File: src/rtl/xlt_pkg.sv
`timescale 1ns/1ps
package xlt_pkg;
  localparam int unsigned MIN_PG_SHIFT = 8;

  typedef enum logic [1:0] {
    FLUSH_ALL     = 2'd0,
    FLUSH_SPACE   = 2'd1,
    FLUSH_PAGE    = 2'd2,
    FLUSH_ALL_ALT = 2'd3
  } flush_kind_e;

  typedef struct packed {
    logic inv;
    logic sup;
    logic wp;
    logic ci;
  } xlt_attr_t;
endpackage

File: src/rtl/xlt_tag_cmp.sv
`timescale 1ns/1ps
module xlt_tag_cmp #(
  parameter int unsigned TAG_W = 24,
  parameter int unsigned FC_W  = 3
) (
  input  logic             ent_valid,
  input  logic [TAG_W-1:0] ent_tag,
  input  logic [FC_W-1:0]  ent_space,
  input  logic [TAG_W-1:0] q_tag,
  input  logic [FC_W-1:0]  q_space,
  input  logic [TAG_W-1:0] tag_mask,
  input  logic             use_tag,
  output logic             hit
);
  logic space_eq;
  logic tag_eq;

  assign space_eq = (ent_space == q_space);
  assign tag_eq   = (((ent_tag ^ q_tag) & tag_mask) == '0);
  assign hit      = ent_valid && space_eq && (!use_tag || tag_eq);
endmodule

File: src/rtl/xlt_plru.sv
`timescale 1ns/1ps
module xlt_plru #(
  parameter int unsigned N     = 22,
  parameter int unsigned IDX_W = 5
) (
  input  logic             clk,
  input  logic             rst_n,
  input  logic [N-1:0]     ent_valid,
  input  logic [N-1:0]     clr,
  input  logic             a_en,
  input  logic [IDX_W-1:0] a_idx,
  input  logic             b_en,
  input  logic [IDX_W-1:0] b_idx,
  output logic [IDX_W-1:0] victim
);
  logic [N-1:0]     used_q;
  logic [N-1:0]     used_d;
  logic [N-1:0]     mark;
  logic [N-1:0]     merged;
  logic             used_en;
  logic [IDX_W-1:0] free_idx;
  logic [IDX_W-1:0] old_idx;
  logic             any_free;

  always_comb begin
    for (int i = 0; i < N; i++) begin
      mark[i] = (a_en && (a_idx == IDX_W'(i))) || (b_en && (b_idx == IDX_W'(i)));
    end
    merged  = (used_q & ~clr) | mark;
    used_d  = (&merged) ? mark : merged;
    used_en = (|mark) || (|clr);
  end

  always_ff @(posedge clk or negedge rst_n) begin
    if (!rst_n) begin
      used_q <= '0;
    end else if (used_en) begin
      used_q <= used_d;
    end
  end

  always_comb begin
    free_idx = '0;
    old_idx  = '0;
    for (int i = N - 1; i >= 0; i--) begin
      if (!ent_valid[i]) free_idx = IDX_W'(i);
      if (!used_q[i])    old_idx  = IDX_W'(i);
    end
    any_free = ~(&ent_valid);
    victim   = any_free ? free_idx : old_idx;
  end


  plru_not_saturated_chk: assert property (@(posedge clk) disable iff (!rst_n)
    !(&used_q));


  plru_touch_sets_chk: assert property (@(posedge clk) disable iff (!rst_n)
    (a_en && !(&((used_q & ~clr) | mark))) |=> (used_q[$past(a_idx)] == 1'b1));
endmodule

File: src/rtl/xlt_resp.sv
`timescale 1ns/1ps
module xlt_resp
  import xlt_pkg::*;
#(
  parameter int unsigned ADDR_W = 32,
  parameter int unsigned FC_W   = 3,
  localparam int unsigned FRM_W = ADDR_W - MIN_PG_SHIFT
) (
  input  logic              clk,
  input  logic              rst_n,
  input  logic              req,
  input  logic              write,
  input  logic [FC_W-1:0]   space,
  input  logic [ADDR_W-1:0] va,
  input  logic              any_hit,
  input  xlt_attr_t         attr,
  input  logic [FRM_W-1:0]  frame,
  input  logic [ADDR_W-1:0] off_mask,
  output logic              rsp_valid,
  output logic              rsp_ok,
  output logic              rsp_miss,
  output logic              rsp_inv,
  output logic              rsp_prot,
  output logic              rsp_ci,
  output logic [ADDR_W-1:0] rsp_pa
);
  logic              deny;
  logic              ok_d, miss_d, inv_d, prot_d, ci_d;
  logic [ADDR_W-1:0] pa_d;
  logic [ADDR_W-1:0] frame_full;

  always_comb begin
    frame_full = {frame, {MIN_PG_SHIFT{1'b0}}};
    deny   = (write && attr.wp) || (!space[FC_W-1] && attr.sup);
    miss_d = req && !any_hit;
    inv_d  = req && any_hit && attr.inv;
    prot_d = req && any_hit && !attr.inv && deny;
    ok_d   = req && any_hit && !attr.inv && !deny;
    ci_d   = ok_d && attr.ci;
    pa_d   = ok_d ? ((frame_full & ~off_mask) | (va & off_mask)) : '0;
  end

  always_ff @(posedge clk or negedge rst_n) begin
    if (!rst_n) begin
      rsp_valid <= 1'b0;
      rsp_ok    <= 1'b0;
      rsp_miss  <= 1'b0;
      rsp_inv   <= 1'b0;
      rsp_prot  <= 1'b0;
      rsp_ci    <= 1'b0;
      rsp_pa    <= '0;
    end else begin
      rsp_valid <= req;
      rsp_ok    <= ok_d;
      rsp_miss  <= miss_d;
      rsp_inv   <= inv_d;
      rsp_prot  <= prot_d;
      rsp_ci    <= ci_d;
      rsp_pa    <= pa_d;
    end
  end


  resp_latency_chk: assert property (@(posedge clk) disable iff (!rst_n)
    req |=> rsp_valid);


  resp_one_kind_chk: assert property (@(posedge clk) disable iff (!rst_n)
    rsp_valid |-> ($countones({rsp_ok, rsp_miss, rsp_inv, rsp_prot}) == 1));


  resp_inhibit_chk: assert property (@(posedge clk) disable iff (!rst_n)
    rsp_ci |-> rsp_ok);


  resp_wprot_chk: assert property (@(posedge clk) disable iff (!rst_n)
    (req && any_hit && !attr.inv && write && attr.wp) |=> (rsp_prot && !rsp_ok));
endmodule

File: src/rtl/xlt_cache.sv
`timescale 1ns/1ps
module xlt_cache
  import xlt_pkg::*;
#(
  parameter int unsigned ENTRIES = 22,
  parameter int unsigned ADDR_W  = 32,
  parameter int unsigned FC_W    = 3,
  parameter int unsigned PGSEL_W = 3,
  localparam int unsigned TAG_W  = ADDR_W - MIN_PG_SHIFT,
  localparam int unsigned IDX_W  = $clog2(ENTRIES)
) (
  input  logic              clk,
  input  logic              rst_n,
  input  logic [PGSEL_W-1:0] page_sel,
  input  logic              lk_req,
  input  logic              lk_write,
  input  logic [FC_W-1:0]   lk_space,
  input  logic [ADDR_W-1:0] lk_addr,
  input  logic              ld_req,
  input  logic [FC_W-1:0]   ld_space,
  input  logic [ADDR_W-1:0] ld_addr,
  input  logic [ADDR_W-1:0] ld_phys,
  input  logic              ld_invalid,
  input  logic              ld_super,
  input  logic              ld_wprot,
  input  logic              ld_noncache,
  input  logic              fl_req,
  input  logic [1:0]        fl_kind,
  input  logic [FC_W-1:0]   fl_space,
  input  logic [ADDR_W-1:0] fl_addr,
  output logic              rsp_valid,
  output logic              rsp_ok,
  output logic              rsp_miss,
  output logic              rsp_inv_fault,
  output logic              rsp_prot_fault,
  output logic              rsp_inhibit,
  output logic [ADDR_W-1:0] rsp_phys
);
  logic [ENTRIES-1:0] val_q, val_d;
  logic [TAG_W-1:0]   tag_q   [ENTRIES];
  logic [FC_W-1:0]    space_q [ENTRIES];
  logic [TAG_W-1:0]   frame_q [ENTRIES];
  xlt_attr_t          attr_q  [ENTRIES];

  logic [TAG_W-1:0]   tag_mask;
  logic [ADDR_W-1:0]  off_mask;
  logic [ENTRIES-1:0] lk_hitv, ld_hitv, fl_cmpv, fl_kill, ld_we;
  logic [IDX_W-1:0]   lk_idx, dup_idx, victim, ld_slot;
  logic               lk_any, ld_any, ld_go, fl_by_page, fl_every, val_en;
  xlt_attr_t          ld_attr;
  flush_kind_e        fl_kind_e;

  // page-size dependent masks
  always_comb begin
    for (int i = 0; i < int'(TAG_W); i++) begin
      tag_mask[i] = (i >= int'(page_sel));
    end
    for (int j = 0; j < int'(ADDR_W); j++) begin
      off_mask[j] = (j < (int'(MIN_PG_SHIFT) + int'(page_sel)));
    end
  end

  assign fl_kind_e  = flush_kind_e'(fl_kind);
  assign fl_by_page = (fl_kind_e == FLUSH_PAGE);
  assign fl_every   = (fl_kind_e == FLUSH_ALL) || (fl_kind_e == FLUSH_ALL_ALT);

  for (genvar g = 0; g < ENTRIES; g++) begin : g_ent
    xlt_tag_cmp #(.TAG_W(TAG_W), .FC_W(FC_W)) u_lk_cmp (
      .ent_valid (val_q[g]),
      .ent_tag   (tag_q[g]),
      .ent_space (space_q[g]),
      .q_tag     (lk_addr[ADDR_W-1:MIN_PG_SHIFT]),
      .q_space   (lk_space),
      .tag_mask  (tag_mask),
      .use_tag   (1'b1),
      .hit       (lk_hitv[g])
    );
    xlt_tag_cmp #(.TAG_W(TAG_W), .FC_W(FC_W)) u_ld_cmp (
      .ent_valid (val_q[g]),
      .ent_tag   (tag_q[g]),
      .ent_space (space_q[g]),
      .q_tag     (ld_addr[ADDR_W-1:MIN_PG_SHIFT]),
      .q_space   (ld_space),
      .tag_mask  (tag_mask),
      .use_tag   (1'b1),
      .hit       (ld_hitv[g])
    );
    xlt_tag_cmp #(.TAG_W(TAG_W), .FC_W(FC_W)) u_fl_cmp (
      .ent_valid (val_q[g]),
      .ent_tag   (tag_q[g]),
      .ent_space (space_q[g]),
      .q_tag     (fl_addr[ADDR_W-1:MIN_PG_SHIFT]),
      .q_space   (fl_space),
      .tag_mask  (tag_mask),
      .use_tag   (fl_by_page),
      .hit       (fl_cmpv[g])
    );
    assign fl_kill[g] = fl_req && val_q[g] && (fl_every || fl_cmpv[g]);
    assign ld_we[g]   = ld_go && (ld_slot == IDX_W'(g));
  end

  // lowest-index priority encoders
  always_comb begin
    lk_idx  = '0;
    dup_idx = '0;
    for (int i = int'(ENTRIES) - 1; i >= 0; i--) begin
      if (lk_hitv[i]) lk_idx  = IDX_W'(i);
      if (ld_hitv[i]) dup_idx = IDX_W'(i);
    end
    lk_any  = |lk_hitv;
    ld_any  = |ld_hitv;
    ld_go   = ld_req && !fl_req;
    ld_slot = ld_any ? dup_idx : victim;
    ld_attr = '{inv: ld_invalid, sup: ld_super, wp: ld_wprot, ci: ld_noncache};
  end

  xlt_plru #(.N(ENTRIES), .IDX_W(IDX_W)) u_plru (
    .clk       (clk),
    .rst_n     (rst_n),
    .ent_valid (val_q),
    .clr       (fl_kill),
    .a_en      (lk_req && lk_any && !fl_req),
    .a_idx     (lk_idx),
    .b_en      (ld_go),
    .b_idx     (ld_slot),
    .victim    (victim)
  );

  // valid bits: next state then register
  always_comb begin
    val_d  = (val_q & ~fl_kill) | ld_we;
    val_en = fl_req || ld_go;
  end

  always_ff @(posedge clk or negedge rst_n) begin
    if (!rst_n) begin
      val_q <= '0;
    end else if (val_en) begin
      val_q <= val_d;
    end
  end

  // entry payload storage, no reset needed (qualified by val_q)
  always_ff @(posedge clk) begin
    for (int i = 0; i < int'(ENTRIES); i++) begin
      if (ld_we[i]) begin
        tag_q[i]   <= ld_addr[ADDR_W-1:MIN_PG_SHIFT];
        space_q[i] <= ld_space;
        frame_q[i] <= ld_phys[ADDR_W-1:MIN_PG_SHIFT];
        attr_q[i]  <= ld_attr;
      end
    end
  end

  xlt_resp #(.ADDR_W(ADDR_W), .FC_W(FC_W)) u_resp (
    .clk       (clk),
    .rst_n     (rst_n),
    .req       (lk_req),
    .write     (lk_write),
    .space     (lk_space),
    .va        (lk_addr),
    .any_hit   (lk_any),
    .attr      (attr_q[lk_idx]),
    .frame     (frame_q[lk_idx]),
    .off_mask  (off_mask),
    .rsp_valid (rsp_valid),
    .rsp_ok    (rsp_ok),
    .rsp_miss  (rsp_miss),
    .rsp_inv   (rsp_inv_fault),
    .rsp_prot  (rsp_prot_fault),
    .rsp_ci    (rsp_inhibit),
    .rsp_pa    (rsp_phys)
  );


  flush_all_chk: assert property (@(posedge clk) disable iff (!rst_n)
    (fl_req && fl_every) |=> (val_q == '0));


  flush_blocks_load_chk: assert property (@(posedge clk) disable iff (!rst_n)
    fl_req |=> ((val_q & ~$past(val_q)) == '0));


  reload_no_dup_chk: assert property (@(posedge clk) disable iff (!rst_n)
    (ld_req && !fl_req && ld_any) |=> ($countones(val_q) == $past($countones(val_q))));


  reset_empty_chk: assert property (@(posedge clk)
    $rose(rst_n) |-> (val_q == '0));
endmodule

File: config.mk
export PLATFORM = sky130hd
export DESIGN_NAME = xlt_cache
export DESIGN_NICKNAME = d
export VERILOG_FILES = /design/src/rtl/xlt_pkg.sv /design/src/rtl/xlt_tag_cmp.sv /design/src/rtl/xlt_plru.sv /design/src/rtl/xlt_resp.sv /design/src/rtl/xlt_cache.sv
export SDC_FILE = /design/constraint.sdc
export NUM_CORES = 2
export LEC_CHECK = 0
export ABC_CLOCK_PERIOD_IN_PS = 9680
export BUFFER_PORTS_ARGS = -buffer_cell sky130_fd_sc_hd__buf_2
export CORE_MARGIN = 10
export CORE_UTILIZATION = 60
export DETAILED_ROUTE_END_ITERATION = 8
export PLACE_DENSITY_LB_ADDON = 0.15
export SETUP_SLACK_MARGIN = 0.02
export SLEW_MARGIN = 10
export SYNTH_ARGS = -nofsm -noshare
export SYNTH_HDL_FRONTEND = slang
export SYNTH_HIERARCHICAL = 1
export SYNTH_SLANG_ARGS = --single-unit
File: constraint.sdc
create_clock -name clk -period 9.68 [get_ports clk]
set_input_delay 0.484 -clock clk [delete_from_list [all_inputs] [get_ports clk]]
set_output_delay 0.484 -clock clk [all_outputs]
set_load 0.005 [all_outputs]
### Word level (Yosys, flattened, before mapping)

Memory sizes are Yosys's and may differ from the RTL's.
Cells that the tools add are included.

| storage, ports and cells | value |
|---|---|
| bits in registers | 82 |
| memory bits (writable) | 1210 |
| word-level logic and storage cells | 1158 |
| memories | 4 |

Memory list:

| name | words | width | read ports | clocked after memory_dff | wr ports | RTL line | text |
|---|---|---|---|---|---|---|---|
| frame_q | 22 | 24 | 1 | 0 | 1 | xlt_cache.sv:42 | `logic [TAG_W-1:0] frame_q [ENTRIES];` |
| tag_q | 22 | 24 | 22 | 0 | 1 | xlt_cache.sv:40 | `logic [TAG_W-1:0] tag_q [ENTRIES];` |
| attr_q | 22 | 4 | 1 | 0 | 1 | xlt_cache.sv:43 | `xlt_attr_t attr_q [ENTRIES];` |
| space_q | 22 | 3 | 22 | 0 | 1 | xlt_cache.sv:41 | `logic [FC_W-1:0] space_q [ENTRIES];` |

| cells by class | value |
|---|---|
| add/sub/neg operators | 1 |
| magnitude comparators | 39 |
| equal/unequal tests | 110 |
| muxes and demuxes | 388 |
| bitwise gates (word level) | 141 |
| reduce and logical (&&, ||, !) cells | 466 |

Operator list:

| kind | count |
|---|---|
| 24-bit AND | 66 |
| 24-bit zero test | 66 |
| 24-bit XOR | 66 |
| 24-bit two-way mux | 42 |
| 24-bit OR reduction | 42 |
| 5-bit two-way mux | 174 |
| 6-bit by 32-bit less-than comparator with 1-bit output (first input constant) | 15 |
| 5-bit by 32-bit less-than comparator with 1-bit output (first input constant) | 8 |
| 1-bit logical AND | 231 |
| 3-bit equality test | 66 |
| 4-bit by 32-bit less-than comparator with 1-bit output (first input constant) | 4 |
| 1-bit two-way mux | 128 |
| 22-bit OR reduction | 4 |
| 4-bit two-way mux | 21 |
| 4-bit OR reduction | 21 |
| 5-bit by 4-bit equality test with 1-bit output (second input constant) | 16 |
| 1-bit logical OR | 70 |
| 32-bit AND | 2 |
| 3-bit by 32-bit less-than comparator with 1-bit output (first input constant) | 2 |
| 3-bit two-way mux | 21 |
| 3-bit OR reduction | 21 |
| 5-bit equality test (second input constant) | 12 |
| 22-bit AND | 2 |
| 22-bit bitwise OR | 2 |
| 20 further kinds | 43 |

### Longest topological paths before layout

An unclocked memory read counts as a cell.

| logic depth | value |
|---|---|
| word-level depth | 54 |
| mapped depth | 24 |
| depth with buffers taken out | 21 |

### Modules after synthesis

The synthesis kept the hierarchy.

By module, submodules not included:

| module | instances | cells each | area an instance (um2) | sequential area each (um2) |
|---|---|---|---|---|
| xlt_cache | 1 | 2538 | 43464.2 | 36885.4 |
| xlt_tag_cmp | 66 | 45 | 362.8 | 0.0 |
| xlt_plru | 1 | 249 | 1963.1 | 550.5 |
| xlt_resp | 1 | 121 | 1781.7 | 950.9 |

### Worst setup path before layout

No wires, ideal clock.

| timing path | value |
|---|---|
| kind | input port to flip-flop |
| start point | input page_sel[2] |
| end point | memory attr_q[21][0] in the netlist's numbering, enable pin |
| setup time | 0.538 ns |
| arrival time | 8.585 ns |
| setup slack | 0.557 ns |
| stages | 14 |
| cell sequence | inv_1 -> nand2_1 -> inv_1 -> a22oi_1 -> nand4_1 -> or3_1 -> a21oi_1 -> or4_4 -> or3_4 -> nor3_4 -> a22o_2 -> nand2b_1 -> clkbuf_2 -> nor3_1 |

| on the way | value |
|---|---|
| elaborated cells on any way between the ends | 248 |
| those cells by class | 7 x order compare; 21 x eq/ne; 109 x mux; 22 x bitwise; 89 x reduce/logical |

RTL lines:

| what | RTL line | text |
|---|---|---|
| start, declared | xlt_cache.sv:14 | `input logic [PGSEL_W-1:0] page_sel,` |
| 2-bit by 3-bit >= comparator with 1-bit output (*) | xlt_cache.sv:56 | `tag_mask[i] = (i >= int'(page_sel));` |
| net tag_mask[2] | xlt_cache.sv:45 | `logic [TAG_W-1:0] tag_mask;` |
| 24-bit AND (*) | xlt_tag_cmp.sv:19 | `assign tag_eq = (((ent_tag ^ q_tag) & tag_mask) == '0);` |
| 24-bit zero test (*) | xlt_tag_cmp.sv:19 |  |
| 1-bit logical AND (*) | xlt_tag_cmp.sv:20 | `assign hit = ent_valid && space_eq && (!use_tag \|\| tag_eq);` |
| net ld_hitv[17] | xlt_cache.sv:47 | `logic [ENTRIES-1:0] lk_hitv, ld_hitv, fl_cmpv, fl_kill, ld_we;` |
| 5-bit two-way mux (18 in a row) | xlt_cache.sv:108 | `if (ld_hitv[i]) dup_idx = IDX_W'(i);` |
| 5-bit two-way mux (*) | xlt_cache.sv:113 | `ld_slot = ld_any ? dup_idx : victim;` |
| net ld_slot[2] | xlt_cache.sv:48 | `logic [IDX_W-1:0] lk_idx, dup_idx, victim, ld_slot;` |
| 5-bit equality test (*) | xlt_cache.sv:99 | `assign ld_we[g] = ld_go && (ld_slot == IDX_W'(g));` |
| 1-bit logical AND (*) | xlt_cache.sv:99 |  |
| net ld_we[21] | xlt_cache.sv:47 |  |
| 1-bit two-way mux (*) | xlt_cache.sv:146 | `if (ld_we[i]) begin` |
| 1-bit two-way mux (not written as such) (*) | xlt_cache.sv:150 | `attr_q[i] <= ld_attr;` |
| 4-bit OR reduction (no line) | - |  |
| 5-bit two-way mux (no line) / 1-bit two-way mux (equally long branches) | - |  |
| end, declared | xlt_cache.sv:43 |  |

Mark *: on every way through the listed nets, which the timed path passes. The rest lies on a longest branch.

### Worst setup path in the final report

| timing path | value |
|---|---|
| start point | input page_sel[2] |
| end point | register u_plru.used_q[11] |

| on the way | value |
|---|---|
| elaborated cells on any way between the ends | 438 |
| those cells by class | 7 x order compare; 42 x eq/ne; 46 x mux; 69 x bitwise; 274 x reduce/logical |

RTL lines:

| what | RTL line | text |
|---|---|---|
| 3-bit >= comparator (*) | xlt_cache.sv:56 |  |
| net tag_mask[5] | xlt_cache.sv:45 |  |
| 24-bit AND (*) | xlt_tag_cmp.sv:19 |  |
| 24-bit zero test (*) | xlt_tag_cmp.sv:19 |  |
| 1-bit logical AND (*) | xlt_tag_cmp.sv:20 |  |
| net lk_hitv[19] | xlt_cache.sv:47 |  |
| 5-bit two-way mux (20 in a row) | xlt_cache.sv:107 | `if (lk_hitv[i]) lk_idx = IDX_W'(i);` |
| 5-bit by 1-bit equality test with 1-bit output, or another cell as far along | xlt_plru.sv:27 | `mark[i] = (a_en && (a_idx == IDX_W'(i))) \|\| (b_en && (b_idx == IDX_W'(i)));` |
| 1-bit logical AND | xlt_plru.sv:27 |  |
| 1-bit logical OR | xlt_plru.sv:27 |  |
| 22-bit bitwise OR | xlt_plru.sv:29 | `merged = (used_q & ~clr) \| mark;` |
| 22-bit AND reduction | xlt_plru.sv:30 | `used_d = (&merged) ? mark : merged;` |
| 22-bit two-way mux | xlt_plru.sv:30 |  |
| end signal, assigned | xlt_plru.sv:38 | `used_q <= used_d;` |
| end, declared | xlt_plru.sv:16 | `logic [N-1:0] used_q;` |

Marks and branches as above.
A chain may end at the register's enable or synchronous reset.

==> impl_metrics.env <==
export IMPL_run_status="finished clean"
export IMPL_fin_cells=9029
export IMPL_multiInputGateArea_mm2=0.0367
export IMPL_clock_skew_ns=0.0263
export IMPL_postLayoutCoreUtil=0.708
export IMPL_die_x_um=364
export IMPL_initial_core_util=0.603
export IMPL_grt_pass1_wl_mm=343
export IMPL_peakVddDrop_mv=0.183
export IMPL_final_nets=7536
export IMPL_critical_path_endpoint="u_plru/used_q[11]"
export IMPL_syn_area_mm2=0.0712
export IMPL_die_area_mm2=0.133
export IMPL_period_needed_ns=7.49
export IMPL_cts_root_buffer="clkbuf_16"
export IMPL_dp_hpwl_mm=149
export IMPL_drv_slew=0
export IMPL_clk_transition_reported_paths_ns=0.06
export IMPL_core_area_mm2=0.118
export IMPL_worst_pin_slew_ns=1.35
export IMPL_antenna_found_initial=11
export IMPL_ff2ff_path_depth=17
export IMPL_drt_antenna_violating_nets=0
export IMPL_vias_per_cell=6.09
export IMPL_cts_resized=0
export IMPL_clk_latency_ns=0.78
export IMPL_grt_overflow_total=0
export IMPL_die_h_um=364
export IMPL_p_per_area_mw_per_mm2=157
export IMPL_maxSlewHeadroom=0.0985
export IMPL_synth_cell_types=75
export IMPL_dp_slack_ns=1.76
export IMPL_drive_gt1_frac=0.0759
export IMPL_cp_arrival_ns=8.13
export IMPL_htree_levels=4
export IMPL_max_cap_violations=0
export IMPL_dominantRegCellSynth="edfxtp_1"
export IMPL_cts_tree="done"
export IMPL_hold_violations=0
export IMPL_cp_startpoint="page_sel[2]"
export IMPL_synth_edf_count=1210
export IMPL_required_ns=10.33
export IMPL_drc=0
export IMPL_cts_hold_buffers=10
export IMPL_yosysSeqAreaShare=0.539
export IMPL_grt_max_degree=111
export IMPL_r2r_start="tag_q[2][43]"
export IMPL_area_growth_pct=17.3
export IMPL_p_switching_mw=3.46
export IMPL_final_seq_area_mm2=0.0384
export IMPL_p_leak_nw=32.1
export IMPL_critPathLaunchType="input pin"
export IMPL_clkPwrFrac=0.392
export IMPL_num_fill_cells=8326
export IMPL_port_buffers=165
export IMPL_clkSinkCount=1292
export IMPL_cts_setup_buffers=0
export IMPL_clockBufferDepth=3
export IMPL_cts_made_buffers=141
export IMPL_switching_share=0.263
export IMPL_gp_congestion=1.01
export IMPL_drtPass1Iterations=6
export IMPL_crit_fanout=110
export IMPL_synthArstFlopShare=0.0635
export IMPL_setup_viol=0
export IMPL_grtUsageTotal=0.348
export IMPL_place_inst=8766
export IMPL_worst_setup_path_type="input pin to register"
export IMPL_drt_wl_total_mm=236
export IMPL_hold_path_class="input pin to register"
export IMPL_io_pins=190
export IMPL_wl_per_cell_um=26.2
export IMPL_comb_power_share=0.128
export IMPL_yosys_warnings=6
export IMPL_post_route_period_util=0.773
export IMPL_critPathCaptureType="register"
export IMPL_drt_iter0_markers=6180
export IMPL_first_global_vias=54400
export IMPL_synth_seq_cells=1292
export IMPL_fmax_mhz=134
export IMPL_finalSetupTns_ns=0
export IMPL_r2r_slack_ns=2.47
export IMPL_reg2reg_to="u_plru/used_q[11]"
export IMPL_rows=126
export IMPL_rsz0062_at_grt="no"
export IMPL_avgSynthCellArea_um2=12.1
export IMPL_syn_inst=5878
export IMPL_p_seq_frac=0.480
export IMPL_setup_ws_ns=2.19
export IMPL_p_int_mw=9.68
export IMPL_vias=54900
==> worst min path at each step <==
stage                      startpoint  slack, ns  cells after the start                 to
after floorplan                 rst_n       0.19                      0   u_plru/used_q[0]
after global placement          rst_n       0.42                      1    u_resp/rsp_prot
after detailed placement        rst_n       0.43                      1  u_resp/rsp_pa[27]
after CTS                 ld_phys[10]       0.08                      1      frame_q[2][2]
after global routing      ld_phys[15]       0.12                      1      frame_q[5][7]
final                     ld_phys[10]       0.11                      1      frame_q[4][2]
==> synthesized netlist by cell type (43+ instances only) <==
library cell  count  area (um^2)
xnor2_1         198         1730
o21ai_0          44          220
xor2_1         1584        13900
edfxtp_1       1210        36300
a22oi_1         792         5950
a21oi_1         107          536
or3_1            69          432
buf_2            43          215
nand3_1         215         1080
nand4_1         358         2240
nand2_1         503         1890
a221o_1          49          490
dfrtp_1          82         2050
clkbuf_1         67          251
nor2_1           88          330
inv_1            51          191
mux2i_1          51          510
==> cell type report <==
type                    count  share of cell area
diodes                      5            0.000150
clock buffers             183              0.0459
clock inverters            65             0.00579
inverters                  52             0.00243
multi-input cells        5591               0.439
flip-flops and latches   1292               0.460
well taps                1536              0.0230
repair buffers            305              0.0233
==> power groups by stage <==
stage	sequential [mW]	clock [mW]	combinational, mW
detailed placement	6.41	0	1.62
floorplan	6.40	0	0.901
global placement	6.41	0	1.57
finish	6.30	5.15	1.68
CTS	6.30	5.18	1.63
global route	6.31	5.39	1.79
==> stage by stage <==
step | hold WS, ns | power [mW] | area, um^2
4_1_cts | 0.0755 | 13.1 | 83400
5_1_grt | 0.117 | 13.5 | 83400
3_5_place_dp | 0.428 | 8.03 | 79000
3_3_place_gp | 0.422 | 7.98 | 79000
6_report | 0.111 | 13.1 | 83400
2_1_floorplan | 0.188 | 7.30 | 75600
==> critical path, stage by stage <==
cell and delay, ns:
buf_2 0.16, and2_1 0.45, inv_2 0.46, a22oi_1 0.32, nand4_1 0.27, or3_1 0.43
a21oi_1 0.60, nor2_1 0.12, a221oi_1 0.36, o2111ai_1 0.42, a21o_4 0.52, inv_8 0.55
nand2b_1 0.19, or3b_1 0.50, o22ai_2 0.26, o22ai_1 0.14, nor4_1 0.34, nand4_1 0.85
a221o_1 0.65
==> cells by family after synthesis <==
group,after synthesis,synth area share
adders and majority gates,1,0.000176
and+or+nand+nor,1403,0.103
buffers and inverters,184,0.0118
other,2,0.000106
muxes,51,0.00717
AOI/OAI and AO/OA,1163,0.119
xor gates and xnor gates,1782,0.219
DFF,1292,0.539
==> sequential cells by signal, summed over array words and instances, names as in the netlist, 22 cells and up <==
signal,cells
frame_q,528
tag_q,528
attr_q,88
space_q,66
u_resp/rsp_pa,32
u_plru/used_q,22
val_q,22
==> metal layers <==
metal  track usage  vias to the layer above  share of wire
met4         0.271                       12          0.088
met5             0                        -        0.00029
met3        0.0517                      818          0.088
met1         0.431                    26800           0.37
met2         0.549                     3117           0.46
li1              -                    24200              -
==> cells in the final DEF, fill, tap and decap left out, drive strengths merged, types with 50 or more instances in the layout <==
cell type,instances
buf,295
inv,58
conb,1191
nor4,50
dfrtp,82
xnor2,198
edfxtp,1210
nand2,503
xor2,1584
clkbuf,183
nor2,88
mux2i,51
a22oi,792
nand4,358
a21oi,108
or3,70
nand3,215
(Power assumes the default switching activity.)
